**src/rtl/rdseq_pkg.sv**
```systemverilog
package rdseq_pkg;

  localparam logic [7:0] CMD_MAIN = 8'hF0;
  localparam logic [7:0] CMD_STAT = 8'hAA;
  localparam logic [15:0] CRC_POLY_REFL = 16'hA001;

  typedef enum logic [2:0] {
    S_HDR,
    S_DISP,
    S_FETCH,
    S_WAIT,
    S_SEND,
    S_CRC_LO,
    S_CRC_HI,
    S_ONES
  } seq_state_t;

  // One byte into the reflected CRC-16, least significant bit first
  function automatic logic [15:0] crc16_byte(input logic [15:0] c, input logic [7:0] d);
    logic [15:0] r;
    logic        fb;
    r = c;
    for (int i = 0; i < 8; i++) begin
      fb = r[0] ^ d[i];
      r  = r >> 1;
      if (fb) r = r ^ CRC_POLY_REFL;
    end
    return r;
  endfunction

endpackage

```
**src/rtl/rdseq_hdr.sv**
```systemverilog
module rdseq_hdr #(
  parameter int HDR_BYTES = 3
) (
  input  logic       clk,
  input  logic       rst,
  input  logic       clear,
  input  logic       enable,
  input  logic       in_valid,
  input  logic [7:0] in_data,
  output logic       hdr_take,
  output logic       hdr_last,
  output logic [7:0] cmd_q,
  output logic [7:0] addr_lo_q
);
  localparam int CW = $clog2(HDR_BYTES);

  logic [CW-1:0] cnt_q;

  assign hdr_take = in_valid && enable;
  assign hdr_last = hdr_take && (cnt_q == CW'(HDR_BYTES - 1));

  always_ff @(posedge clk) begin
    if (rst || clear) begin
      cnt_q     <= '0;
      cmd_q     <= 8'h00;
      addr_lo_q <= 8'h00;
    end else if (hdr_take) begin
      cnt_q <= hdr_last ? '0 : cnt_q + 1'b1;
      if (cnt_q == CW'(0)) cmd_q     <= in_data;
      if (cnt_q == CW'(1)) addr_lo_q <= in_data;
    end
  end

  assert_cnt_range_R1: assert property (@(posedge clk) disable iff (rst)
    cnt_q <= CW'(HDR_BYTES - 1));

endmodule

```
**src/rtl/rdseq_crc16.sv**
```systemverilog
module rdseq_crc16 (
  input  logic        clk,
  input  logic        rst,
  input  logic        clr,
  input  logic        feed,
  input  logic [7:0]  din,
  output logic [15:0] crc_q
);
  import rdseq_pkg::*;

  always_ff @(posedge clk) begin
    if (rst || clr)  crc_q <= 16'h0000;
    else if (feed)   crc_q <= crc16_byte(crc_q, din);
  end

endmodule

```
**src/rtl/rdseq_stat_map.sv**
```systemverilog
module rdseq_stat_map #(
  parameter logic [15:0] STAT_LAST = 16'h01FF,
  parameter logic [15:0] GAP_LO    = 16'h0060,
  parameter logic [15:0] GAP_HI    = 16'h00FF,
  parameter int          PAGE_AW   = 3
) (
  input  logic [15:0] addr,
  output logic        in_gap,
  output logic        page_end,
  output logic        last_end,
  output logic        beyond
);
  assign in_gap   = (addr >= GAP_LO) && (addr <= GAP_HI);
  assign page_end = (addr[PAGE_AW-1:0] == '1);
  assign last_end = (addr == STAT_LAST);
  assign beyond   = (addr > STAT_LAST);
endmodule

```
**src/rtl/memread_crc_seq.sv**
```systemverilog
module memread_crc_seq #(
  parameter int          MAIN_AW   = 16,
  parameter logic [15:0] STAT_LAST = 16'h01FF,
  parameter logic [15:0] GAP_LO    = 16'h0060,
  parameter logic [15:0] GAP_HI    = 16'h00FF,
  parameter int          PAGE_AW   = 3
) (
  input  logic        clk,
  input  logic        rst,
  input  logic        abort_i,
  input  logic        in_valid,
  input  logic [7:0]  in_data,
  output logic        in_ready,
  output logic        out_valid,
  output logic [7:0]  out_data,
  input  logic        out_ready,
  output logic        mem_rd_en,
  output logic        mem_rd_field,
  output logic [15:0] mem_rd_addr,
  input  logic [7:0]  mem_rd_data
);
  import rdseq_pkg::*;

  localparam int HDR_BYTES = 3;

  seq_state_t  state_q;
  logic [15:0] addr_q;
  logic        is_stat_q;
  logic        ff_q;
  logic        out_valid_q;
  logic [7:0]  out_data_q;

  logic        hdr_take, hdr_last;
  logic [7:0]  cmd_q, addr_lo_q;
  logic [15:0] crc_q;
  logic        crc_clr, crc_feed;
  logic [7:0]  crc_din;
  logic        in_gap, page_end, last_end, beyond;
  logic        take_out, main_last, main_oob, seg_end;
  logic [7:0]  fetched;

  assign in_ready  = (state_q == S_HDR);
  assign take_out  = out_valid_q && out_ready;
  assign main_last = (addr_q[MAIN_AW-1:0] == '1);
  assign main_oob  = ((addr_q >> MAIN_AW) != '0);
  assign seg_end   = is_stat_q ? page_end : main_last;
  assign fetched   = ff_q ? 8'hFF : mem_rd_data;

  rdseq_hdr #(.HDR_BYTES(HDR_BYTES)) u_hdr (
    .clk      (clk),
    .rst      (rst),
    .clear    (abort_i),
    .enable   (in_ready),
    .in_valid (in_valid),
    .in_data  (in_data),
    .hdr_take (hdr_take),
    .hdr_last (hdr_last),
    .cmd_q    (cmd_q),
    .addr_lo_q(addr_lo_q)
  );

  assign crc_feed = hdr_take || (state_q == S_WAIT);
  assign crc_din  = hdr_take ? in_data : fetched;
  assign crc_clr  = abort_i ||
                    (state_q == S_CRC_HI && take_out && is_stat_q && !last_end);

  rdseq_crc16 u_crc (
    .clk  (clk),
    .rst  (rst),
    .clr  (crc_clr),
    .feed (crc_feed),
    .din  (crc_din),
    .crc_q(crc_q)
  );

  rdseq_stat_map #(
    .STAT_LAST(STAT_LAST),
    .GAP_LO   (GAP_LO),
    .GAP_HI   (GAP_HI),
    .PAGE_AW  (PAGE_AW)
  ) u_map (
    .addr    (addr_q),
    .in_gap  (in_gap),
    .page_end(page_end),
    .last_end(last_end),
    .beyond  (beyond)
  );

  always_ff @(posedge clk) begin
    if (rst || abort_i) begin
      state_q     <= S_HDR;
      addr_q      <= 16'h0000;
      is_stat_q   <= 1'b0;
      ff_q        <= 1'b0;
      out_valid_q <= 1'b0;
      out_data_q  <= 8'hFF;
    end else begin
      case (state_q)
        S_HDR: begin
          if (hdr_last) begin
            addr_q  <= {in_data, addr_lo_q};
            state_q <= S_DISP;
          end
        end
        S_DISP: begin
          if (cmd_q == CMD_MAIN) begin
            is_stat_q <= 1'b0;
            if (main_oob) begin
              out_data_q  <= ~crc_q[7:0];
              out_valid_q <= 1'b1;
              state_q     <= S_CRC_LO;
            end else begin
              state_q <= S_FETCH;
            end
          end else if (cmd_q == CMD_STAT && !beyond) begin
            is_stat_q <= 1'b1;
            state_q   <= S_FETCH;
          end else begin
            out_data_q  <= 8'hFF;
            out_valid_q <= 1'b1;
            state_q     <= S_ONES;
          end
        end
        S_FETCH: begin
          ff_q    <= is_stat_q && in_gap;
          state_q <= S_WAIT;
        end
        S_WAIT: begin
          out_data_q  <= fetched;
          out_valid_q <= 1'b1;
          state_q     <= S_SEND;
        end
        S_SEND: begin
          if (take_out) begin
            if (seg_end) begin
              out_data_q <= ~crc_q[7:0];
              state_q    <= S_CRC_LO;
            end else begin
              out_valid_q <= 1'b0;
              addr_q      <= addr_q + 16'd1;
              state_q     <= S_FETCH;
            end
          end
        end
        S_CRC_LO: begin
          if (take_out) begin
            out_data_q <= ~crc_q[15:8];
            state_q    <= S_CRC_HI;
          end
        end
        S_CRC_HI: begin
          if (take_out) begin
            if (is_stat_q && !last_end) begin
              out_valid_q <= 1'b0;
              addr_q      <= addr_q + 16'd1;
              state_q     <= S_FETCH;
            end else begin
              out_data_q <= 8'hFF;
              state_q    <= S_ONES;
            end
          end
        end
        default: ;
      endcase
    end
  end

  assign out_valid    = out_valid_q;
  assign out_data     = out_data_q;
  assign mem_rd_en    = (state_q == S_FETCH) && !(is_stat_q && in_gap);
  assign mem_rd_field = is_stat_q;
  assign mem_rd_addr  = addr_q;

  assert_hold_R10: assert property (@(posedge clk) disable iff (rst || abort_i)
    (out_valid && !out_ready) |=> (out_valid && $stable(out_data)));

  assert_abort_R5: assert property (@(posedge clk) disable iff (rst)
    abort_i |=> (!out_valid && in_ready));

  assert_excl_R1: assert property (@(posedge clk) disable iff (rst)
    in_ready |-> !out_valid);

  assert_no_gap_read_R8: assert property (@(posedge clk) disable iff (rst)
    (mem_rd_en && mem_rd_field) |-> !((mem_rd_addr >= GAP_LO) && (mem_rd_addr <= GAP_HI)));

  assert_main_range_R2: assert property (@(posedge clk) disable iff (rst)
    (mem_rd_en && !mem_rd_field) |-> ((mem_rd_addr >> MAIN_AW) == '0));

  assert_stat_range_R6: assert property (@(posedge clk) disable iff (rst)
    (mem_rd_en && mem_rd_field) |-> (mem_rd_addr <= STAT_LAST));

endmodule

```
**config.mk**
```make
export PLATFORM = sky130hd
export DESIGN_NAME = memread_crc_seq
export DESIGN_NICKNAME = d
export VERILOG_FILES = /design/src/rtl/rdseq_pkg.sv /design/src/rtl/rdseq_hdr.sv /design/src/rtl/rdseq_crc16.sv /design/src/rtl/rdseq_stat_map.sv /design/src/rtl/memread_crc_seq.sv
export SDC_FILE = /design/constraint.sdc
export NUM_CORES = 1
export LEC_CHECK = 0
export ABC_CLOCK_PERIOD_IN_PS = 3450
export BUFFER_PORTS_ARGS = -buffer_cell sky130_fd_sc_hd__buf_2
export CORE_UTILIZATION = 40
export CTS_BUF_LIST = sky130_fd_sc_hd__clkbuf_4
export DETAILED_ROUTE_END_ITERATION = 10
export GPL_ROUTABILITY_DRIVEN = 0
export GPL_TIMING_DRIVEN = 0
export PLACE_DENSITY = 0.59
export SYNTH_ARGS = -nofsm -noshare
export SYNTH_HDL_FRONTEND = slang
export SYNTH_SLANG_ARGS = --single-unit
```
**constraint.sdc**
```tcl
create_clock -name clk -period 3.45 [get_ports clk]
set_clock_uncertainty 0.1 [all_clocks]
set_input_delay 0.345 -clock clk [delete_from_list [all_inputs] [get_ports clk]]
set_output_delay 0.345 -clock clk [all_outputs]
set_load 0.01 [all_outputs]
```
# == After elaboration in Yosys (flattened, before gate mapping) ==
# Cells that the tools add are included.
# totals
register_bits,64
in_bits,21
output_inout_bits,28
wordCells,146
# classes
addsub,2
order_cmp,3
n_eq_ne,23
n_mux,58
bitwise_logic,18
reduce_logical,32
# ops
op,count
16-bit two-way mux,27
8-bit two-way mux,9
16-bit one-hot mux with 3 select lines,1
8-bit one-hot mux with 5 select lines,1
3-bit two-way mux,8
2-bit NOT with 3-bit output,8
3-bit one-hot mux with 7 select lines,1
2-bit != test (second input constant),9
16-bit by 1-bit adder with 16-bit output (second input constant),1
16-bit equality test (second input constant),1
16-bit by 9-bit equality test with 1-bit output (second input constant),1
8-bit equality test (second input constant),2
16-bit by 7-bit >= comparator with 1-bit output (second input constant),1
16-bit by 9-bit greater-than comparator with 1-bit output (second input constant),1
16-bit by 8-bit less-or-equal comparator with 1-bit output (second input constant),1
8-bit NOT,2
3-bit equality test (second input constant),4
1-bit logical AND,11
1-bit two-way mux,9
8-bit AND reduction,1
1-bit bitwise XOR,8
7-bit AND reduction,1
7-bit nonzero test,1
3-bit by 2-bit equality test with 1-bit output (second input constant),2
18 further kinds,25

# == Longest topological paths before layout ==
# Gate-level depths: netlist (run 1).
# logic_depth
word_depth,33
mapped_depth,10
mapped_depth_nobuf,8

# == Hierarchy ==
# Synthesis (run 1) repeated with hierarchy kept, for this count alone.
# unflattened
hier_cells,457
hier_area_um2,3983.8
# modules_own_cells
module,n_inst,cells_per_inst,area_each_um2,seq_area_each_um2
memread_crc_seq,1,295,2292.2,600.6
rdseq_hdr,1,74,848.3,360.3
rdseq_crc16,1,78,763.2,320.3
rdseq_stat_map,1,10,80.1,0.0

# == Worst setup path after synthesis (run 1) ==
# OpenSTA, ideal clock, no wires.
# synth_path
path_kind,reg2reg
start,reg state_q[1]
end,reg u_crc.crc_q[15]
setup_time_ns,0.080
arrival_ns,2.549
t_required_ns,3.270
setup_slack_ns,0.720
path_stages_with_launch,9
path_buffers,1
synth_period_minus_slack_ns,2.730
cell_sequence,dfxtp_1 -> or4b_4 -> buf_6 -> mux2_4 -> xor2_1 -> xnor2_2 -> xnor3_1 -> xor2_1 -> a211oi_2
# synth_via
elab_chain_len,33
word_cells_on_any_way,41
classes_between,eq/ne: 2; mux: 23; bitwise: 8; reduce/logical: 8
# synth_lines
item,line,text
"start, declared",memread_crc_seq.sv:26,seq_state_t state_q;
"start signal, assigned",memread_crc_seq.sv:91,state_q <= S_HDR;
"start signal, assigned",memread_crc_seq.sv:102,state_q <= S_DISP;
"start signal, assigned",memread_crc_seq.sv:111,state_q <= S_CRC_LO;
3-bit logical NOT,memread_crc_seq.sv:42,assign in_ready = (state_q == S_HDR);
1-bit logical AND,rdseq_hdr.sv:19,assign hdr_take = in_valid && enable;
8-bit two-way mux,memread_crc_seq.sv:63,assign crc_din = hdr_take ? in_data : fetched;
1-bit bitwise XOR,rdseq_pkg.sv:24,fb = r[0] ^ d[i];
16-bit two-way mux,rdseq_pkg.sv:26,if (fb) r = r ^ CRC_POLY_REFL;
16-bit two-way mux,rdseq_crc16.sv:13,"else if (feed) crc_q <= crc16_byte(crc_q, din);"
16-bit two-way mux,rdseq_crc16.sv:12,if (rst || clr) crc_q <= 16'h0000;
1-bit bitwise XOR,rdseq_pkg.sv:24,
(+17 left out),-,
16-bit two-way mux,rdseq_crc16.sv:13,
16-bit two-way mux,rdseq_crc16.sv:12,
1-bit bitwise XOR,rdseq_pkg.sv:24,
16-bit two-way mux,rdseq_pkg.sv:26,
16-bit two-way mux,rdseq_crc16.sv:13,
16-bit two-way mux,rdseq_crc16.sv:12,
1-bit bitwise XOR,rdseq_pkg.sv:24,
16-bit two-way mux,rdseq_pkg.sv:26,
"end signal, assigned",rdseq_crc16.sv:13,
"end, declared",rdseq_crc16.sv:7,output logic [15:0] crc_q
# Parallel ways exist; a longest one is shown, timed or not. The select of a mux whose other input is x is not followed.
# A chain may end at the register's enable or synchronous reset.

# == Worst setup path in the final report (run 1) ==
# layout_path
start,reg state_q[1]
end,reg u_crc.crc_q[14]
# layout_via
elab_chain_len,32
word_cells_on_any_way,40
classes_between,eq/ne: 2; mux: 23; bitwise: 7; reduce/logical: 8
# layout_lines
item,line
3-bit logical NOT,memread_crc_seq.sv:42
1-bit logical AND,rdseq_hdr.sv:19
8-bit two-way mux,memread_crc_seq.sv:63
1-bit bitwise XOR,rdseq_pkg.sv:24
16-bit two-way mux,rdseq_pkg.sv:26
16-bit two-way mux,rdseq_crc16.sv:13
16-bit two-way mux,rdseq_crc16.sv:12
1-bit bitwise XOR,rdseq_pkg.sv:24
(+16 left out),-
16-bit two-way mux,rdseq_pkg.sv:26
16-bit two-way mux,rdseq_crc16.sv:13
16-bit two-way mux,rdseq_crc16.sv:12
1-bit bitwise XOR,rdseq_pkg.sv:24
16-bit two-way mux,rdseq_pkg.sv:26
16-bit two-way mux,rdseq_crc16.sv:13
16-bit two-way mux,rdseq_crc16.sv:12
16-bit two-way mux,rdseq_pkg.sv:26
# Parallel ways exist; a longest one is shown, timed or not. The select of a mux whose other input is x is not followed.

==> impl_metrics.env, run 1 <==
export IMPL_multi_input_area_sq_um=2030
export IMPL_synth_ff_type="dfxtp_1"
export IMPL_synth_seq_cells=64
export IMPL_rsz0062_at_grt="false"
export IMPL_dpl_cell_area_sq_um=3860
export IMPL_crit_path_max_fanout=10
export IMPL_synth_cell_types=51
export IMPL_fmax_mhz=328
export IMPL_synthArstFlopShare_pct=0
export IMPL_ctsHtreeMaxLevel=3
export IMPL_drc=0
export IMPL_finalPower_w=0.00160
export IMPL_power_leakage_nw=1.51
export IMPL_setup_violations=0
export IMPL_wl_per_cell_um=17.2
export IMPL_hold_viol=0
export IMPL_viasPerCell=5.65
export IMPL_post_cts_buffers=0
export IMPL_grt_pass1_wl_mm=16.6
export IMPL_die_area_sq_um=9090
export IMPL_hpwl_mm=7.85
export IMPL_seq_area_frac_synth_pct=36.8
export IMPL_overflow=0
export IMPL_syn_instance_count=438
export IMPL_synth_edf_count=0
export IMPL_dp_cells=591
export IMPL_fin_area_sq_um=4010
export IMPL_report_final_slew_viol_count=0
export IMPL_synth_avg_cell_area_sq_um=7.96
export IMPL_layout_nets=522
export IMPL_worstMarginPinSlew_ps=1140
export IMPL_fin_crit_sh_pct=88.4
export IMPL_drive_above_1_share_pct=15.5
export IMPL_status="finished, final reports clean"
export IMPL_synth_area_top_cells="dfxtp_1 (37%), nand2_1 (6.1%), nor2_1 (6.1%)"
export IMPL_crit_required_ps=3670
export IMPL_seq_area_sq_um=1280
export IMPL_area_delta_synth_final_pct=15.1
export IMPL_antenna_cells=0
export IMPL_place_worst_setup_slack_ps=352
export IMPL_antenna_found_initial=0
export IMPL_ioPinCount=49
export IMPL_die_w_um=95.3
export IMPL_synth_cell_area_sq_um=3480
export IMPL_relSlewSlack_pct=23.1
export IMPL_wirelength_mm=10.5
export IMPL_ctsHoldBuffers=0
export IMPL_worstSkewPairLatency_ps=410
export IMPL_cts_tree="yes"
export IMPL_drv_cap=0
export IMPL_cp_arrival_ps=3270
export IMPL_vias=3431
export IMPL_clock_sinks=64
export IMPL_clk_pin_slew_worst_paths_ps=120
export IMPL_track_usage_pct=24.6
export IMPL_fin_cells=607
export IMPL_yosysTopAreaCellShare_pct=36.8
export IMPL_first_pass_iters=7
export IMPL_die_h_um=95.3
export IMPL_fin_ws_ps=399
export IMPL_end_kind="register"
export IMPL_cts_root_buf="clkbuf_4"
export IMPL_critPathLaunchType="register"
export IMPL_syn_num_nets=463
export IMPL_drtAntennaViolNets=0
export IMPL_hold_path_class="in2reg"
export IMPL_core_sq_um=8340
export IMPL_nFillCells=844
export IMPL_portBuffers=48
export IMPL_rows=33
export IMPL_ir_drop_mv=0.228
export IMPL_numCtsBuffers=9
export IMPL_power_density_nw_per_um2=399
export IMPL_period_needed_ps=3050
export IMPL_grt_start_max_net_pins=12
export IMPL_grt_pass1_vias=3097
export IMPL_tns_ps=0
export IMPL_start_util_pct=41.8
export IMPL_postCtsResizedCells=0
export IMPL_first_iter_violations=258
export IMPL_critPathKind="reg2reg"
export IMPL_yosys_warnings=0
export IMPL_cts_buffer_depth=2
export IMPL_synth_top_cell_by_area="dfxtp_1"
metal layers:
metal / vias up / global-route usage, % / wire length (um)
met5: - / 0 / 0
met3: 12 / 4.31 / 677
met4: 0 / 6.82 / 97
met1: 1604 / 36.3 / 5030
met2: 128 / 36.4 / 4650
li1: 1687 / - / -
worst max-delay path: stages, from the launching register on:
cell and delay (ps):
dfxtp_1 400, or4b_4 570, buf_6 180, mux2_4 300, xor2_1 390, xnor2_2 170
xnor3_1 420, xnor2_1 170, a211oi_1 250
report_power, final:
group,internal (W),switching [W],leakage (nW),total (W)
combinational,0.000113,0.000136,0.907,0.000249
sequential,0.000756,0.0000147,0.518,0.000771
clock,0.000288,0.000292,0.0831,0.000580
total,0.00116,0.000443,1.51,0.00160
cell usage after synthesis, drive strengths merged (2+ instances only):
master  number
mux2i       20
nand2       57
and4         4
a31oi        6
xnor2       13
o32ai        9
and3         2
nor2        57
buf          5
xor2         9
nor3        16
o21ai       14
a21oi       41
nand4        3
nand3       12
ha           4
mux2         8
clkbuf      22
a211oi      12
nand4b       2
dfxtp       64
a22o         8
inv         17
o211ai       2
a22oi        8
o22ai        4
cells by family (layout without fill, tap and decap cells):
| family | count (synthesis) | after routing | share of synthesized area, % |
|---|---|---|---|
| xor+xnor | 23 | 23 | 6.61 |
| compound gates | 113 | 113 | 21.1 |
| buf+inv | 45 | 109 | 5.06 |
| flops | 64 | 64 | 36.8 |
| fa+ha+maj | 4 | 4 | 1.44 |
| mux | 28 | 28 | 8.55 |
| simple gates | 161 | 161 | 20.5 |
cell type report:
| class | count | share of cell area, % |
|---|---|---|
| multi-input combinational | 329 | 50.5 |
| sequential | 64 | 32.0 |
| timing repair buffer | 48 | 5.99 |
| tap | 105 | 3.28 |
| buffer | 27 | 2.71 |
| clock inverter | 7 | 2.15 |
| clock buffer | 9 | 1.68 |
| inverter | 18 | 1.68 |
layout by cell type, fill, tap and decap left out, types with 6 or more instances in the layout:
| master | Yosys | routed |
|---|---|---|
| a211oi_1 | 11 | 11 |
| a21oi_1 | 41 | 41 |
| a22o_1 | 8 | 8 |
| a22oi_1 | 8 | 8 |
| a31oi_1 | 6 | 6 |
| buf_2 | 0 | 48 |
| clkbuf_1 | 22 | 22 |
| clkbuf_4 | 0 | 9 |
| dfxtp_1 | 64 | 64 |
| inv_1 | 17 | 17 |
| mux2_2 | 6 | 6 |
| mux2i_1 | 20 | 20 |
| nand2_1 | 57 | 57 |
| nand3_1 | 12 | 12 |
| nor2_1 | 57 | 57 |
| nor3_1 | 16 | 16 |
| o21ai_0 | 13 | 13 |
| o32ai_1 | 9 | 9 |
| xnor2_1 | 12 | 12 |
| xor2_1 | 8 | 8 |
flip-flops by register name, summed over array words and instances (netlist names):
register	count
ff_q	1
mem_rd_addr	16
mem_rd_field	1
out_data	8
out_valid	1
state_q	3
u_crc.crc_q	16
u_hdr.addr_lo_q	8
u_hdr.cmd_q	8
u_hdr.cnt_q	2
path summary, 6_finish.rpt:
| kind | cells past startpoint | endpoint | from | slack, ps |
|---|---|---|---|---|
| min | 3 | u_hdr.cmd_q[5] | in_data[5] | 90 |
| max reg2reg | 8 | u_crc.crc_q[14] | state_q[1] | 400 |
| min reg2reg | 2 | u_crc.crc_q[5] | u_crc.crc_q[13] | 370 |
| max | 8 | u_crc.crc_q[14] | state_q[1] | 400 |
metrics by stage:
step	utilization (%)	hold slack, ps
after floorplan	-	346
final	48.1	91.7
after global routing	48.1	87.1
after global placement	46.2	352
after detailed placement	46.2	360
after CTS	48.1	79.0
Power figures use the tool's default switching activity.
==> run 2: changes to the inputs <==
--- a/config.mk
+++ b/config.mk
@@ -7,12 +7,12 @@
 export LEC_CHECK = 0
 export ABC_CLOCK_PERIOD_IN_PS = 3450
 export BUFFER_PORTS_ARGS = -buffer_cell sky130_fd_sc_hd__buf_2
-export CORE_UTILIZATION = 40
+export CORE_UTILIZATION = 55
 export CTS_BUF_LIST = sky130_fd_sc_hd__clkbuf_4
 export DETAILED_ROUTE_END_ITERATION = 10
 export GPL_ROUTABILITY_DRIVEN = 0
 export GPL_TIMING_DRIVEN = 0
-export PLACE_DENSITY = 0.59
+export PLACE_DENSITY = 0.77
 export SYNTH_ARGS = -nofsm -noshare
 export SYNTH_HDL_FRONTEND = slang
 export SYNTH_SLANG_ARGS = --single-unit
==> impl_metrics.env, run 2 (synthesis gave the netlist of run 1 again) <==
export IMPL_die_w_um=81.6
export IMPL_rows=28
export IMPL_crit_path_max_fanout=10
export IMPL_first_pass_iters=5
export IMPL_cts_buffer_depth=2
export IMPL_utilization_pct=64.7
export IMPL_portBuffers=48
export IMPL_track_usage_pct=31.4
export IMPL_fmax_mhz=311
export IMPL_grt_start_max_net_pins=11
export IMPL_setup_violations=0
export IMPL_hold_path_class="in2reg"
export IMPL_drc=0
export IMPL_cts_root_buf="clkbuf_4"
export IMPL_ctsHtreeMaxLevel=3
export IMPL_antenna_cells=0
export IMPL_post_cts_buffers=0
export IMPL_reg2reg_to="mem_rd_addr[2]"
export IMPL_core_sq_um=6030
export IMPL_r2r_setup_slack_ps=240
export IMPL_rsz0062_at_grt="false"
export IMPL_worstSkewPairLatency_ps=420
export IMPL_hold_depth=3
export IMPL_cts_tree="yes"
export IMPL_die_h_um=81.6
export IMPL_holdPathEnd="u_hdr.cmd_q[4]"
export IMPL_viasPerCell=6.28
export IMPL_grt_pass1_vias=3079
export IMPL_antenna_found_initial=0
export IMPL_power_leakage_nw=1.48
export IMPL_drtAntennaViolNets=0
export IMPL_power_switching_w=0.000421
export IMPL_tns_ps=0
export IMPL_crit_required_ps=3670
export IMPL_relSlewSlack_pct=30.2
export IMPL_r2r_cells=10
export IMPL_final_common_cell="dfxtp_1"
export IMPL_seqPwrFrac_pct=54.4
export IMPL_reg2reg_from="mem_rd_addr[1]"
export IMPL_die_area_sq_um=6660
export IMPL_clk_pin_slew_worst_paths_ps=100
export IMPL_path_cells="ha_1 > and4_1 > nand4_1 > o21ai_0 > o311ai_0 > and3_1 > clkbuf_1 > clkbuf_1 > nor2_1 > a211oi_1"
export IMPL_finalPower_w=0.00142
export IMPL_wl_per_cell_um=17.6
export IMPL_critPathLaunchType="register"
export IMPL_fin_crit_sh_pct=93.1
export IMPL_overflow=0
export IMPL_crit_top_cell="clkbuf_1"
export IMPL_first_iter_violations=420
export IMPL_reg_top3="mem_rd_addr: 16 flops, u_crc.crc_q: 16 flops"
export IMPL_drv_cap=0
export IMPL_numCtsBuffers=9
export IMPL_critPathSlowestCell="o311ai_0"
export IMPL_layout_nets=522
export IMPL_seq_area_sq_um=1280
export IMPL_vias=3596
export IMPL_power_density_nw_per_um2=363
export IMPL_p_comb_share_pct=17.8
export IMPL_power_share_clock_pct=27.8
export IMPL_end_kind="register"
export IMPL_start_util_pct=57.8
export IMPL_multi_input_area_sq_um=2030
export IMPL_cp_arrival_ps=3440
export IMPL_hold_viol=0
export IMPL_critPathKind="reg2reg"
export IMPL_status="finished, final reports clean"
export IMPL_postCtsResizedCells=0
export IMPL_clock_sinks=64
export IMPL_wirelength_mm=10.1
export IMPL_area_delta_synth_final_pct=11.9
export IMPL_intPower_w=0.000997
export IMPL_ioPinCount=49
export IMPL_report_final_slew_viol_count=0
export IMPL_ctsHoldBuffers=0
export IMPL_critical_path_max_stage_delay_ps=540
export IMPL_ir_drop_mv=0.286
export IMPL_hpwl_mm=7.37
export IMPL_holdWs_ps=87.5
export IMPL_period_needed_ps=3210
export IMPL_drive_above_1_share_pct=14.9
export IMPL_final_cell_mix="dfxtp_1 (64), nand2_1 (57), nor2_1 (57), buf_2 (48), a21oi_1 (41)"
export IMPL_worstMarginPinSlew_ps=1040
export IMPL_switching_share_pct=29.7
export IMPL_grt_pass1_wl_mm=15.4
export IMPL_hold_start="in_data[4]"
export IMPL_nFillCells=554
## run 2: cell count changes in the layout (fill, tap and decap cells not counted)
cell / before / now
bufinv_16: 2 / 0
clkinv_2: 3 / 2
clkinvlp_4: 1 / 0
o311ai_0: 0 / 1
o311ai_1: 1 / 0
## run 2: power by group through the flow
stage / clock, W / sequential, W / combinational, W
2_1_floorplan: 0 / 0.000784 / 0.000191
3_3_place_gp: 0 / 0.000786 / 0.000240
3_5_place_dp: 0 / 0.000787 / 0.000245
4_1_cts: 0.000389 / 0.000770 / 0.000247
5_1_grt: 0.000422 / 0.000773 / 0.000267
6_report: 0.000395 / 0.000771 / 0.000252
## run 2: routing by layer
| metal | wire (um) | part of all wire, % | global-route usage [%] |
|---|---|---|---|
| met5 | 0 | 0 | 0 |
| met2 | 4430 | 44 | 46.5 |
| met1 | 4490 | 44 | 45.2 |
| met3 | 949 | 9.4 | 5.89 |
| met4 | 235 | 2.3 | 10.9 |
## run 2: cell type report
type	count	area share, %
inverter	18	1.73
multi-input combinational	329	52.0
buffer	27	2.79
sequential	64	32.9
tap	75	2.41
clock inverter	3	0.353
timing repair buffer	48	6.16
clock buffer	9	1.73
## run 2: stage by stage
step | std cells | setup WS (ps) | instance area [sq um]
floorplan | 438 | 720 | 3480
global placement | 561 | 449 | 3820
detailed placement | 561 | 386 | 3820
CTS | 573 | 351 | 3900
global route | 573 | 60.6 | 3900
finish | 573 | 239 | 3900
## run 2: how the worst max path moves through the flow
| stage | slack, ps | cells past startpoint | endpoint | from |
|---|---|---|---|---|
| after floorplan | 720 | 8 | u_crc.crc_q[15] | state_q[1] |
| after global placement | 450 | 9 | u_crc.crc_q[14] | in_valid |
| after CTS | 350 | 10 | mem_rd_addr[2] | mem_rd_addr[1] |
| after detailed placement | 390 | 10 | mem_rd_addr[2] | mem_rd_addr[1] |
| after global routing | 60 | 10 | mem_rd_addr[2] | mem_rd_addr[0] |
| final | 240 | 10 | mem_rd_addr[2] | mem_rd_addr[1] |
## run 2: critical path, delay by kind of cell (launching register included)
family,cells,cell delay (ps)
compound gates,3,910
fa+ha+maj,1,220
buf+inv,2,800
flops,1,360
simple gates,4,740
